==> config.mk <==
export PLATFORM = sky130hd
export DESIGN_NAME = eepl_page_loader
export DESIGN_NICKNAME = d
export VERILOG_FILES = /design/src/rtl/eepl_pkg.sv /design/src/rtl/eepl_strobe.sv /design/src/rtl/eepl_cnt.sv /design/src/rtl/eepl_page_buf.sv /design/src/rtl/eepl_page_loader.sv
export SDC_FILE = /design/constraint.sdc
export NUM_CORES = 1
export LEC_CHECK = 0
export ABC_AREA = 1
export BUFFER_PORTS_ARGS = -buffer_cell sky130_fd_sc_hd__clkbuf_2
export CAP_MARGIN = 15
export CORE_ASPECT_RATIO = 0.6
export CORE_MARGIN = 3
export CORE_UTILIZATION = 45
export DETAILED_ROUTE_END_ITERATION = 12
export MAX_ROUTING_LAYER = met4
export PLACE_DENSITY_LB_ADDON = 0.15
export SLEW_MARGIN = 0
export SYNTH_ARGS = -nofsm -noshare
export SYNTH_HDL_FRONTEND = slang
export SYNTH_SLANG_ARGS = --single-unit
export TNS_END_PERCENT = 1
==> constraint.sdc <==
create_clock -name clk_i -period 3 [get_ports clk_i]
set_clock_uncertainty 0.15 [all_clocks]
set_input_delay 0.6 -clock clk_i [delete_from_list [all_inputs] [get_ports clk_i]]
set_output_delay 0.6 -clock clk_i [all_outputs]
set_load 0.01 [all_outputs]
==> src/rtl/eepl_pkg.sv <==
package eepl_pkg;
  typedef enum logic [1:0] {
    ST_IDLE = 2'd0,
    ST_LOAD = 2'd1,
    ST_PROG = 2'd2
  } ld_state_e;
endpackage

==> src/rtl/eepl_strobe.sv <==
module eepl_strobe #(
  parameter int ADDR_W = 13,
  parameter int DATA_W = 8
) (
  input  logic              clk_i,
  input  logic              rst_ni,
  input  logic              ce_ni,
  input  logic              oe_ni,
  input  logic              we_ni,
  input  logic [ADDR_W-1:0] addr_i,
  input  logic [DATA_W-1:0] data_i,
  output logic              start_o,
  output logic              end_o,
  output logic [ADDR_W-1:0] addr_o,
  output logic [DATA_W-1:0] data_o
);
  logic              ce_q, oe_q, we_q, act_d;
  logic [ADDR_W-1:0] addr_q;
  logic [DATA_W-1:0] data_q;
  logic              act;

  // write condition: both enables low, output enable high
  assign act     = ~ce_q & ~we_q & oe_q;
  assign start_o = act & ~act_d;
  assign end_o   = ~act & act_d;

  always_ff @(posedge clk_i or negedge rst_ni) begin
    if (!rst_ni) begin
      ce_q   <= 1'b1;
      oe_q   <= 1'b1;
      we_q   <= 1'b1;
      act_d  <= 1'b0;
      addr_q <= '0;
      data_q <= '0;
      addr_o <= '0;
      data_o <= '0;
    end else begin
      ce_q   <= ce_ni;
      oe_q   <= oe_ni;
      we_q   <= we_ni;
      addr_q <= addr_i;
      data_q <= data_i;
      act_d  <= act;
      data_o <= data_q;  // last value seen while the condition held
      if (start_o) addr_o <= addr_q;
    end
  end
endmodule

==> src/rtl/eepl_cnt.sv <==
module eepl_cnt #(
  parameter int LIMIT = 16
) (
  input  logic clk_i,
  input  logic rst_ni,
  input  logic clr_i,
  input  logic en_i,
  output logic hit_o
);
  localparam int CW = $clog2(LIMIT + 1);
  logic [CW-1:0] cnt_q;

  assign hit_o = (cnt_q == CW'(LIMIT - 1));

  always_ff @(posedge clk_i or negedge rst_ni) begin
    if (!rst_ni)              cnt_q <= '0;
    else if (clr_i)           cnt_q <= '0;
    else if (en_i && !hit_o)  cnt_q <= cnt_q + 1'b1;
  end
endmodule

==> src/rtl/eepl_page_buf.sv <==
module eepl_page_buf #(
  parameter int PAGE_BYTES = 64,
  parameter int DATA_W     = 8,
  localparam int OFF_W     = $clog2(PAGE_BYTES)
) (
  input  logic              clk_i,
  input  logic              rst_ni,
  input  logic              wr_i,
  input  logic [OFF_W-1:0]  wr_off_i,
  input  logic [DATA_W-1:0] wr_data_i,
  input  logic              clr_i,
  input  logic [OFF_W-1:0]  rd_off_i,
  output logic [DATA_W-1:0] rd_data_o,
  output logic              rd_valid_o
);
  logic [DATA_W-1:0]     byte_q [PAGE_BYTES];
  logic [PAGE_BYTES-1:0] mask_q;

  for (genvar g = 0; g < PAGE_BYTES; g++) begin : g_slot
    logic sel;
    assign sel = wr_i && (wr_off_i == OFF_W'(g));
    always_ff @(posedge clk_i or negedge rst_ni) begin
      if (!rst_ni) begin
        byte_q[g] <= '0;
        mask_q[g] <= 1'b0;
      end else begin
        if (sel) byte_q[g] <= wr_data_i;
        if (sel)        mask_q[g] <= 1'b1;
        else if (clr_i) mask_q[g] <= 1'b0;
      end
    end
  end

  assign rd_data_o  = byte_q[rd_off_i];
  assign rd_valid_o = mask_q[rd_off_i];

  // a clear with no concurrent load empties the mask
  assert_mask_cleared_R7: assert property (@(posedge clk_i) disable iff (!rst_ni)
    (clr_i && !wr_i) |=> (mask_q == '0));
endmodule

==> src/rtl/eepl_page_loader.sv <==
module eepl_page_loader #(
  parameter int ADDR_W      = 13,
  parameter int DATA_W      = 8,
  parameter int PAGE_BYTES  = 64,
  parameter int LOAD_CYCLES = 37500,   // byte-load window
  parameter int PROG_CYCLES = 2500000  // programming period, must exceed PAGE_BYTES
) (
  input  logic              clk_i,
  input  logic              rst_ni,
  input  logic              ce_ni,
  input  logic              oe_ni,
  input  logic              we_ni,
  input  logic [ADDR_W-1:0] addr_i,
  input  logic [DATA_W-1:0] data_i,
  output logic              busy_o,
  output logic              page_err_o,
  output logic              prog_we_o,
  output logic [ADDR_W-1:0] prog_addr_o,
  output logic [DATA_W-1:0] prog_data_o
);
  import eepl_pkg::*;

  localparam int OFF_W = $clog2(PAGE_BYTES);
  localparam int PG_W  = ADDR_W - OFF_W;

  ld_state_e         state_q;
  logic [PG_W-1:0]   page_q;
  logic              err_q, armed_q;
  logic [OFF_W:0]    pos_q;
  logic              start_p, end_p;
  logic [ADDR_W-1:0] lat_addr;
  logic [DATA_W-1:0] lat_data;
  logic [DATA_W-1:0] rd_data;
  logic              rd_valid;
  logic              load_hit, prog_hit;

  eepl_strobe #(.ADDR_W(ADDR_W), .DATA_W(DATA_W)) u_strobe (
    .clk_i, .rst_ni, .ce_ni, .oe_ni, .we_ni, .addr_i, .data_i,
    .start_o(start_p), .end_o(end_p), .addr_o(lat_addr), .data_o(lat_data)
  );

  logic            busy, byte_acc, page_ok, buf_wr, go_prog, walk, buf_clr;
  logic [PG_W-1:0] wr_page;

  assign busy     = (state_q == ST_PROG);
  assign byte_acc = end_p & armed_q;
  assign wr_page  = lat_addr[ADDR_W-1:OFF_W];
  assign page_ok  = (state_q == ST_IDLE) || (wr_page == page_q);
  assign buf_wr   = byte_acc & ~busy & page_ok;
  assign go_prog  = (state_q == ST_LOAD) & load_hit & ~armed_q & ~byte_acc;
  assign walk     = busy & ~pos_q[OFF_W];
  assign buf_clr  = busy & prog_hit;

  eepl_cnt #(.LIMIT(LOAD_CYCLES)) u_load_win (
    .clk_i, .rst_ni,
    .clr_i((state_q != ST_LOAD) | buf_wr),
    .en_i (state_q == ST_LOAD),
    .hit_o(load_hit)
  );

  eepl_cnt #(.LIMIT(PROG_CYCLES)) u_prog_tmr (
    .clk_i, .rst_ni,
    .clr_i(~busy),
    .en_i (busy),
    .hit_o(prog_hit)
  );

  eepl_page_buf #(.PAGE_BYTES(PAGE_BYTES), .DATA_W(DATA_W)) u_buf (
    .clk_i, .rst_ni,
    .wr_i     (buf_wr),
    .wr_off_i (lat_addr[OFF_W-1:0]),
    .wr_data_i(lat_data),
    .clr_i    (buf_clr),
    .rd_off_i (pos_q[OFF_W-1:0]),
    .rd_data_o(rd_data),
    .rd_valid_o(rd_valid)
  );

  always_ff @(posedge clk_i or negedge rst_ni) begin
    if (!rst_ni) begin
      state_q     <= ST_IDLE;
      page_q      <= '0;
      err_q       <= 1'b0;
      armed_q     <= 1'b0;
      pos_q       <= '0;
      prog_we_o   <= 1'b0;
      prog_addr_o <= '0;
      prog_data_o <= '0;
    end else begin
      // strobes that begin during programming never arm
      if (start_p && !busy) armed_q <= 1'b1;
      else if (end_p)       armed_q <= 1'b0;

      unique case (state_q)
        ST_IDLE: if (buf_wr) begin
          state_q <= ST_LOAD;
          page_q  <= wr_page;
        end
        ST_LOAD: begin
          if (byte_acc && !page_ok) err_q <= 1'b1;
          if (go_prog) state_q <= ST_PROG;
        end
        ST_PROG: if (prog_hit) state_q <= ST_IDLE;
        default: state_q <= ST_IDLE;
      endcase

      if (!busy)     pos_q <= '0;
      else if (walk) pos_q <= pos_q + 1'b1;

      prog_we_o   <= walk & rd_valid;
      prog_addr_o <= {page_q, pos_q[OFF_W-1:0]};
      prog_data_o <= rd_data;
    end
  end

  assign busy_o     = busy;
  assign page_err_o = err_q;

  assert_commit_in_busy_R11: assert property (@(posedge clk_i) disable iff (!rst_ni)
    prog_we_o |-> busy_o);
  assert_busy_holds_R8: assert property (@(posedge clk_i) disable iff (!rst_ni)
    $rose(busy_o) |=> busy_o);
  assert_err_sticky_R9: assert property (@(posedge clk_i) disable iff (!rst_ni)
    !$fell(page_err_o));
  assert_commit_one_page_R4: assert property (@(posedge clk_i) disable iff (!rst_ni)
    (prog_we_o && $past(prog_we_o)) |->
      (prog_addr_o[ADDR_W-1:OFF_W] == $past(prog_addr_o[ADDR_W-1:OFF_W])));
  assert_commit_ascending_R4: assert property (@(posedge clk_i) disable iff (!rst_ni)
    (prog_we_o && $past(prog_we_o)) |->
      (prog_addr_o[OFF_W-1:0] > $past(prog_addr_o[OFF_W-1:0])));
endmodule

Yosys cells after proc, flatten, opt, wreduce, memory -nomap -nowiden

Cells that the tools add are included.

Flip-flop bits (word level): 700
Logic and storage cells: 474
Input port bits: 26

Equality and inequality tests: 74
Add/sub/neg operators: 3
Reductions and logical operators: 144
Order comparisons: 2
Bitwise operators: 23
Muxes and demuxes: 82

Operators by type and width:

| cell                  | count |
|---|---|
| $eq 6x6->1 const B    | 32 |
| $reduce_bool 2->1     | 66 |
| $eq 6x5->1 const B    | 16 |
| $logic_and 1x1->1     | 68 |
| $mux 1                | 68 |
| $bmux 8 s6            | 1 |
| $eq 6x4->1 const B    | 8 |
| $mux 22               | 2 |
| $mux 16               | 2 |
| $eq 6x3->1 const B    | 4 |
| $add 22x1->22 const B | 1 |
| $eq 22x22->1 const B  | 1 |
| $add 16x1->16 const B | 1 |
| $eq 16x16->1 const B  | 1 |
| $mux 8                | 2 |
| $mux 7                | 2 |
| $and 1x1->1           | 13 |
| $eq 6x2->1 const B    | 2 |
| $not 1->1             | 8 |
| $add 7x1->7 const B   | 1 |
| $eq 7x7->1            | 1 |
| $ge 7x7->1 const B    | 1 |
| $lt 6x7->1 const B    | 1 |
| $not 6->7             | 1 |
| 15 further kinds      | 25 |

Logic depth before layout (Yosys ltp)

Depth in word-level cells: 10
Mapped depth: 14
Gate-level depth less buffers: 12

Modules after synthesis

Synthesis repeated with hierarchy kept, for this count alone.

Cell total of the unflattened synthesis: 3959
Area total of the unflattened synthesis: 31815.5 um^2

Modules (own cells, without submodules):

| module                | cells an instance | area each (um^2) | instances | seq. area each (um^2) |
|---|---|---|---|---|
| eepl_page_buf         | 3306              | 26227.7          | 1         | 14413.8 |
| eepl_cnt (u_prog_tmr) | 247               | 1599.0           | 1         | 550.5 |
| eepl_page_loader      | 152               | 1495.2           | 1         | 1001.0 |
| eepl_strobe           | 96                | 1412.6           | 1         | 1154.9 |
| eepl_cnt (u_load_win) | 158               | 1081.0           | 1         | 400.4 |

Worst setup path after synthesis

Ideal clock, no wire load.

Path type: flip-flop to flip-flop
From: register u_prog_tmr.cnt_q[0]
To: register u_buf.mask_q[16]
Setup slack: 1.074 ns
Data required time: 2.714 ns
Path buffers: 1
Library setup time: 0.136 ns
Data arrival time: 1.640 ns
Cell stages (with the launch flop): 10
Cell sequence: dfrtp_1 ha_1 nand2_1 nor2_2 inv_1 nor2_1 nand4_1 nor2_4 clkbuf_1 o21ai_0

Word-level cells in the longest chain between the ends: 3

RTL lines:

| element                            | RTL line               | RTL |
|---|---|---|
| start, declared                    | eepl_cnt.sv:11         | `logic [CW-1:0] cnt_q;` |
| start signal, assigned             | eepl_cnt.sv:18         | `else if (en_i && !hit_o) cnt_q <= cnt_q + 1'b1;` |
| $eq 22x22->1                       | eepl_cnt.sv:13         | `assign hit_o = (cnt_q == CW'(LIMIT - 1));` |
| $and 1x1->1                        | eepl_page_loader.sv:52 | `assign buf_clr = busy & prog_hit;` |
| $reduce_bool 2->1 (no source line) | -                      |  |
| end signal, assigned by index      | eepl_page_buf.sv:25    | `mask_q[g] <= 1'b0;` |
| end signal, assigned by index      | eepl_page_buf.sv:28    | `if (sel) mask_q[g] <= 1'b1;` |
| end signal, assigned by index      | eepl_page_buf.sv:29    | `else if (clr_i) mask_q[g] <= 1'b0;` |
| end, declared                      | eepl_page_buf.sv:17    | `logic [PAGE_BYTES-1:0] mask_q;` |

No other way between the ends.
A chain may end at the register's enable or synchronous reset.

Final worst setup path

From: register page_q[1]
To: register u_buf.byte_q[500] (netlist bit)

Word-level cells in the longest chain between the ends: 4

RTL lines:

| element                       | RTL line               | RTL |
|---|---|---|
| start, declared               | eepl_page_loader.sv:27 | `logic [PG_W-1:0] page_q;` |
| start signal, assigned        | eepl_page_loader.sv:97 | `page_q <= wr_page;` |
| $eq 7x7->1                    | eepl_page_loader.sv:48 | `assign page_ok = (state_q == ST_IDLE) \|\| (wr_page == page_q);` |
| $logic_or 1x1->1              | eepl_page_loader.sv:48 |  |
| $and 1x1->1                   | eepl_page_loader.sv:49 | `assign buf_wr = byte_acc & ~busy & page_ok;` |
| $logic_and 1x1->1             | eepl_page_buf.sv:21    | `assign sel = wr_i && (wr_off_i == OFF_W'(g));` |
| end signal, assigned by index | eepl_page_buf.sv:27    | `if (sel) byte_q[g] <= wr_data_i;` |
| end, declared                 | eepl_page_buf.sv:16    | `logic [DATA_W-1:0] byte_q [PAGE_BYTES];` |

No other way between the ends.

==> results.py <==
metrics = {
    "cells_and_area": {
        "area_growth_pct": 14.85,
        "fin_util": 0.5305,
        "nets": 4244,
        "fill_cells": 6822,
        "drive_above_1_share": 0.09923,
        "antennaDiodeCount": 0,
        "post-route-cell-area_um2": 37640,
    },
    "worst_hold_path": {
        "hold_class": "register to register",
        "hold_path.startpoint": "u_strobe.data_q[7]",
    },
    "yosys": {
        "synth_nets": 4171,
        "ys_async_sr_fraction": 1.000,
        "synth_area_um2": 32770,
        "syn_inst": 4142,
        "yosysWarnings": 0,
        "ys_ff_latch": 700,
        "synth-main-ff-cell": "dfrtp_1",
        "synthDistinctLibCells": 37,
        "syn_avg_cell_area_um2": 7.912,
        "synth-seq-area-share": 0.5346,
        "synth_edf_count": 0,
    },
    "grt": {
        "grt_pass1_wl_um": 174600,
        "grt_max_degree": 98,
        "antenna_found_initial": 0,
        "grt_util_all_layers": 0.3028,
        "grt_remaining_overflow": 0,
        "grt_pass1_vias": 27831,
    },
    "clock_tree": {
        "numCtsBuffers": 70,
        "cts_tree": "done",
        "clk_pin_slew_ns": 0.06,
        "worstSkewPairLatency_ns": 0.64,
        "cts-root-buf": "clkbuf_16",
        "cts_resized": 0,
        "clockBufferDepth": 3,
        "cts.sinks": 700,
        "htreeDepth": 3,
    },
    "sta": {
        "finalHoldViolCount": 0,
        "period_needed_ns": 2.754,
        "slew_violations": 0,
        "worst_pin_slew_ns": 1.099,
        "setup_viol": 0,
        "rsz0062_at_grt": "false",
        "fin_crit_sh": 0.9179,
        "max-slew-margin-rel": 0.2673,
        "timing.fmax_ghz": 0.3631,
        "fin_tns_setup_ns": 0,
        "finalWorstSetupSlack_ns": 0.2463,
    },
    "routing": {
        "wl_um": 111500,
        "drtIter0Drc": 3973,
        "wl_per_cell_um": 21.30,
        "antenna_left": 0,
        "dr.pass1.iters": 6,
        "post-route-drc-count": 0,
        "viasPerCell": 5.679,
        "vias": 29727,
    },
    "placement": {
        "placed_area_um2": 34910,
        "io_buffers": 49,
        "dp_hpwl_um": 72240,
        "pre_cts_ws_ns": 0.3152,
        "gp_congestion": 0.9285,
    },
    "status": {
        "status": "finished, final reports clean",
    },
    "critical_path": {
        "slowest_delay_ns": 0.40,
        "cp_slowest_cell": "dfrtp_1",
        "cpMostUsedCell": "nand2_1",
        "cp.required_ns": 3.37,
        "r2r_start": "page_q[1]",
        "startpoint_type": "register",
        "worstPathMaxFanout": 33,
        "critPathKind": "register to register",
        "endpoint_kind": "register",
        "crit_start": "page_q[1]",
        "cp.arrival_ns": 3.12,
        "crit_chain": "xnor2_1, nand4_1, o21bai_1, nand2_1, inv_8, buf_4, nand2_1, nand2_1, nand2_1",
    },
    "die": {
        "pin_count": 50,
        "rows": 75,
        "start_util": 0.4620,
        "die_height_um": 215.0,
        "die-area_um2": 76210,
        "die_w_um": 354.4,
        "core_um2": 70940,
    },
    "power_and_ir_drop": {
        "p_leak_nw": 19.51,
        "ir_worst_vdd_mv": 0.4192,
        "total_power_mw": 21.77,
        "p_per_area_nw_per_um2": 578.4,
    },
    "run": {
        "max-cap-violations": 0,
    },
}
-- cell families after synthesis --
group,after synthesis,share of synthesized area
xor+xnor,19,0.005078
compound gates,516,0.08598
fa+ha+maj,3,0.001145
buf+inv,394,0.05062
flops,700,0.5346
mux,20,0.006643
simple gates,2490,0.3159
-- stage by stage --
step           instances  hold WS [ns]
2_1_floorplan       4142        0.1544
3_3_place_gp        5080        0.1821
3_5_place_dp        5080        0.1878
4_1_cts             5235        0.1942
5_1_grt             5235        0.2043
6_report            5235        0.1946
-- flip-flops by register name (all words and copies together), names as in the netlist, 2 cells and up --
| signal | flops |
|---|---|
| page_q | 7 |
| pos_q | 7 |
| prog_addr_o | 13 |
| prog_data_o | 8 |
| state_q | 2 |
| u_buf.byte_q | 512 |
| u_buf.mask_q | 64 |
| u_load_win.cnt_q | 16 |
| u_prog_tmr.cnt_q | 22 |
| u_strobe.addr_o | 13 |
| u_strobe.addr_q | 13 |
| u_strobe.data_o | 8 |
| u_strobe.data_q | 8 |
-- worst paths after layout --
kind	to	cells after the start	slack [ns]
setup / recovery	u_buf.byte_q[500]	9	0.25
min in group asynchronous	u_prog_tmr.cnt_q[13]	2	0.38
max in group asynchronous	u_strobe.data_o[1]	3	1.38
hold reg to reg	u_strobe.data_o[7]	0	0.19
setup reg to reg	u_buf.byte_q[500]	9	0.25
hold / removal	u_strobe.data_o[7]	0	0.19
-- layout make-up --
type,count,area [um2],share of cell area
timing repair buffer,247,2230,0.05924
inverter,148,570.5,0.01516
multi-input combinational,3048,13600,0.3612
clock buffer,104,2123,0.05641
clock inverter,26,357.8,0.009507
sequential,700,17560,0.4665
tap,962,1204,0.03198
-- layer usage --
metal,GRT usage,up-vias,share of wire
met4,0.06260,0,0.018
met5,-,-,0
li1,-,13681,-
met2,0.3733,1420,0.38
met3,0.08475,144,0.12
met1,0.4816,14482,0.48
-- placed cells by master (no fill, tap or decap), types with 2 or more instances in the layout --
cell type and instances:
clkbuf_16 73, xnor2_1 9, mux2_2 14, clkinv_2 9, inv_6 4, nor2_1 448
dfrtp_1 687, nand3_1 631, buf_12 34, a21oi_1 52, dlygate4sd3_1 25, o211ai_1 68
inv_8 2, buf_4 139, nand2_2 29, nand2_1 1318, o22ai_1 26, mux2i_1 6
inv_1 143, xor2_1 10, dfrtp_4 10, nand4_1 17, nor4_1 5, clkbuf_1 13
nor3_1 16, clkbuf_8 18, dfstp_2 3, o21ai_0 326, bufinv_16 8, clkinvlp_4 5
ha_1 3, clkbuf_2 48, inv_2 3, a22oi_1 7, nor2_2 22, o21ai_1 32
-- repair_timing --
action | 4_1_cts | 5_1_grt
hold endpoints to repair | 52 | 0
endpoints found under the setup margin | 0 | 0
hold buffers | 25 | 0
setup buffers | 0 | 0
-- critical path: cells and delay by family, from the launching register on --
kind	cells	cell delay [ns]
simple gates	5	0.93
buf+inv	2	0.68
flops	1	0.40
compound gates	1	0.24
xor+xnor	1	0.20
-- cells in the mapped netlist (7+ instances only) --
cell type | count | area, um2
nand2_2 | 29 | 181.4
o21ai_1 | 32 | 160.2
nand2_1 | 1318 | 4947
buf_4 | 7 | 52.55
nor2_1 | 449 | 1685
nand3_1 | 631 | 3158
nand4_1 | 17 | 106.4
xor2_1 | 10 | 87.58
o21ai_0 | 326 | 1632
dfrtp_1 | 697 | 17440
inv_1 | 144 | 540.5
xnor2_1 | 9 | 78.83
nor3_1 | 16 | 80.08
clkbuf_1 | 126 | 473.0
mux2_2 | 14 | 157.7
a22oi_1 | 7 | 52.55
nor2_2 | 21 | 131.4
buf_2 | 105 | 525.5
a21oi_1 | 52 | 260.3
o22ai_1 | 26 | 162.7
o211ai_1 | 68 | 510.5
-- where the power goes --
group	switching, mW	internal (mW)
clock network	4.00	5.62
registers	0.423	9.97
logic	1.19	0.556
total	5.62	16.1
Power figures use the tool's default switching activity.
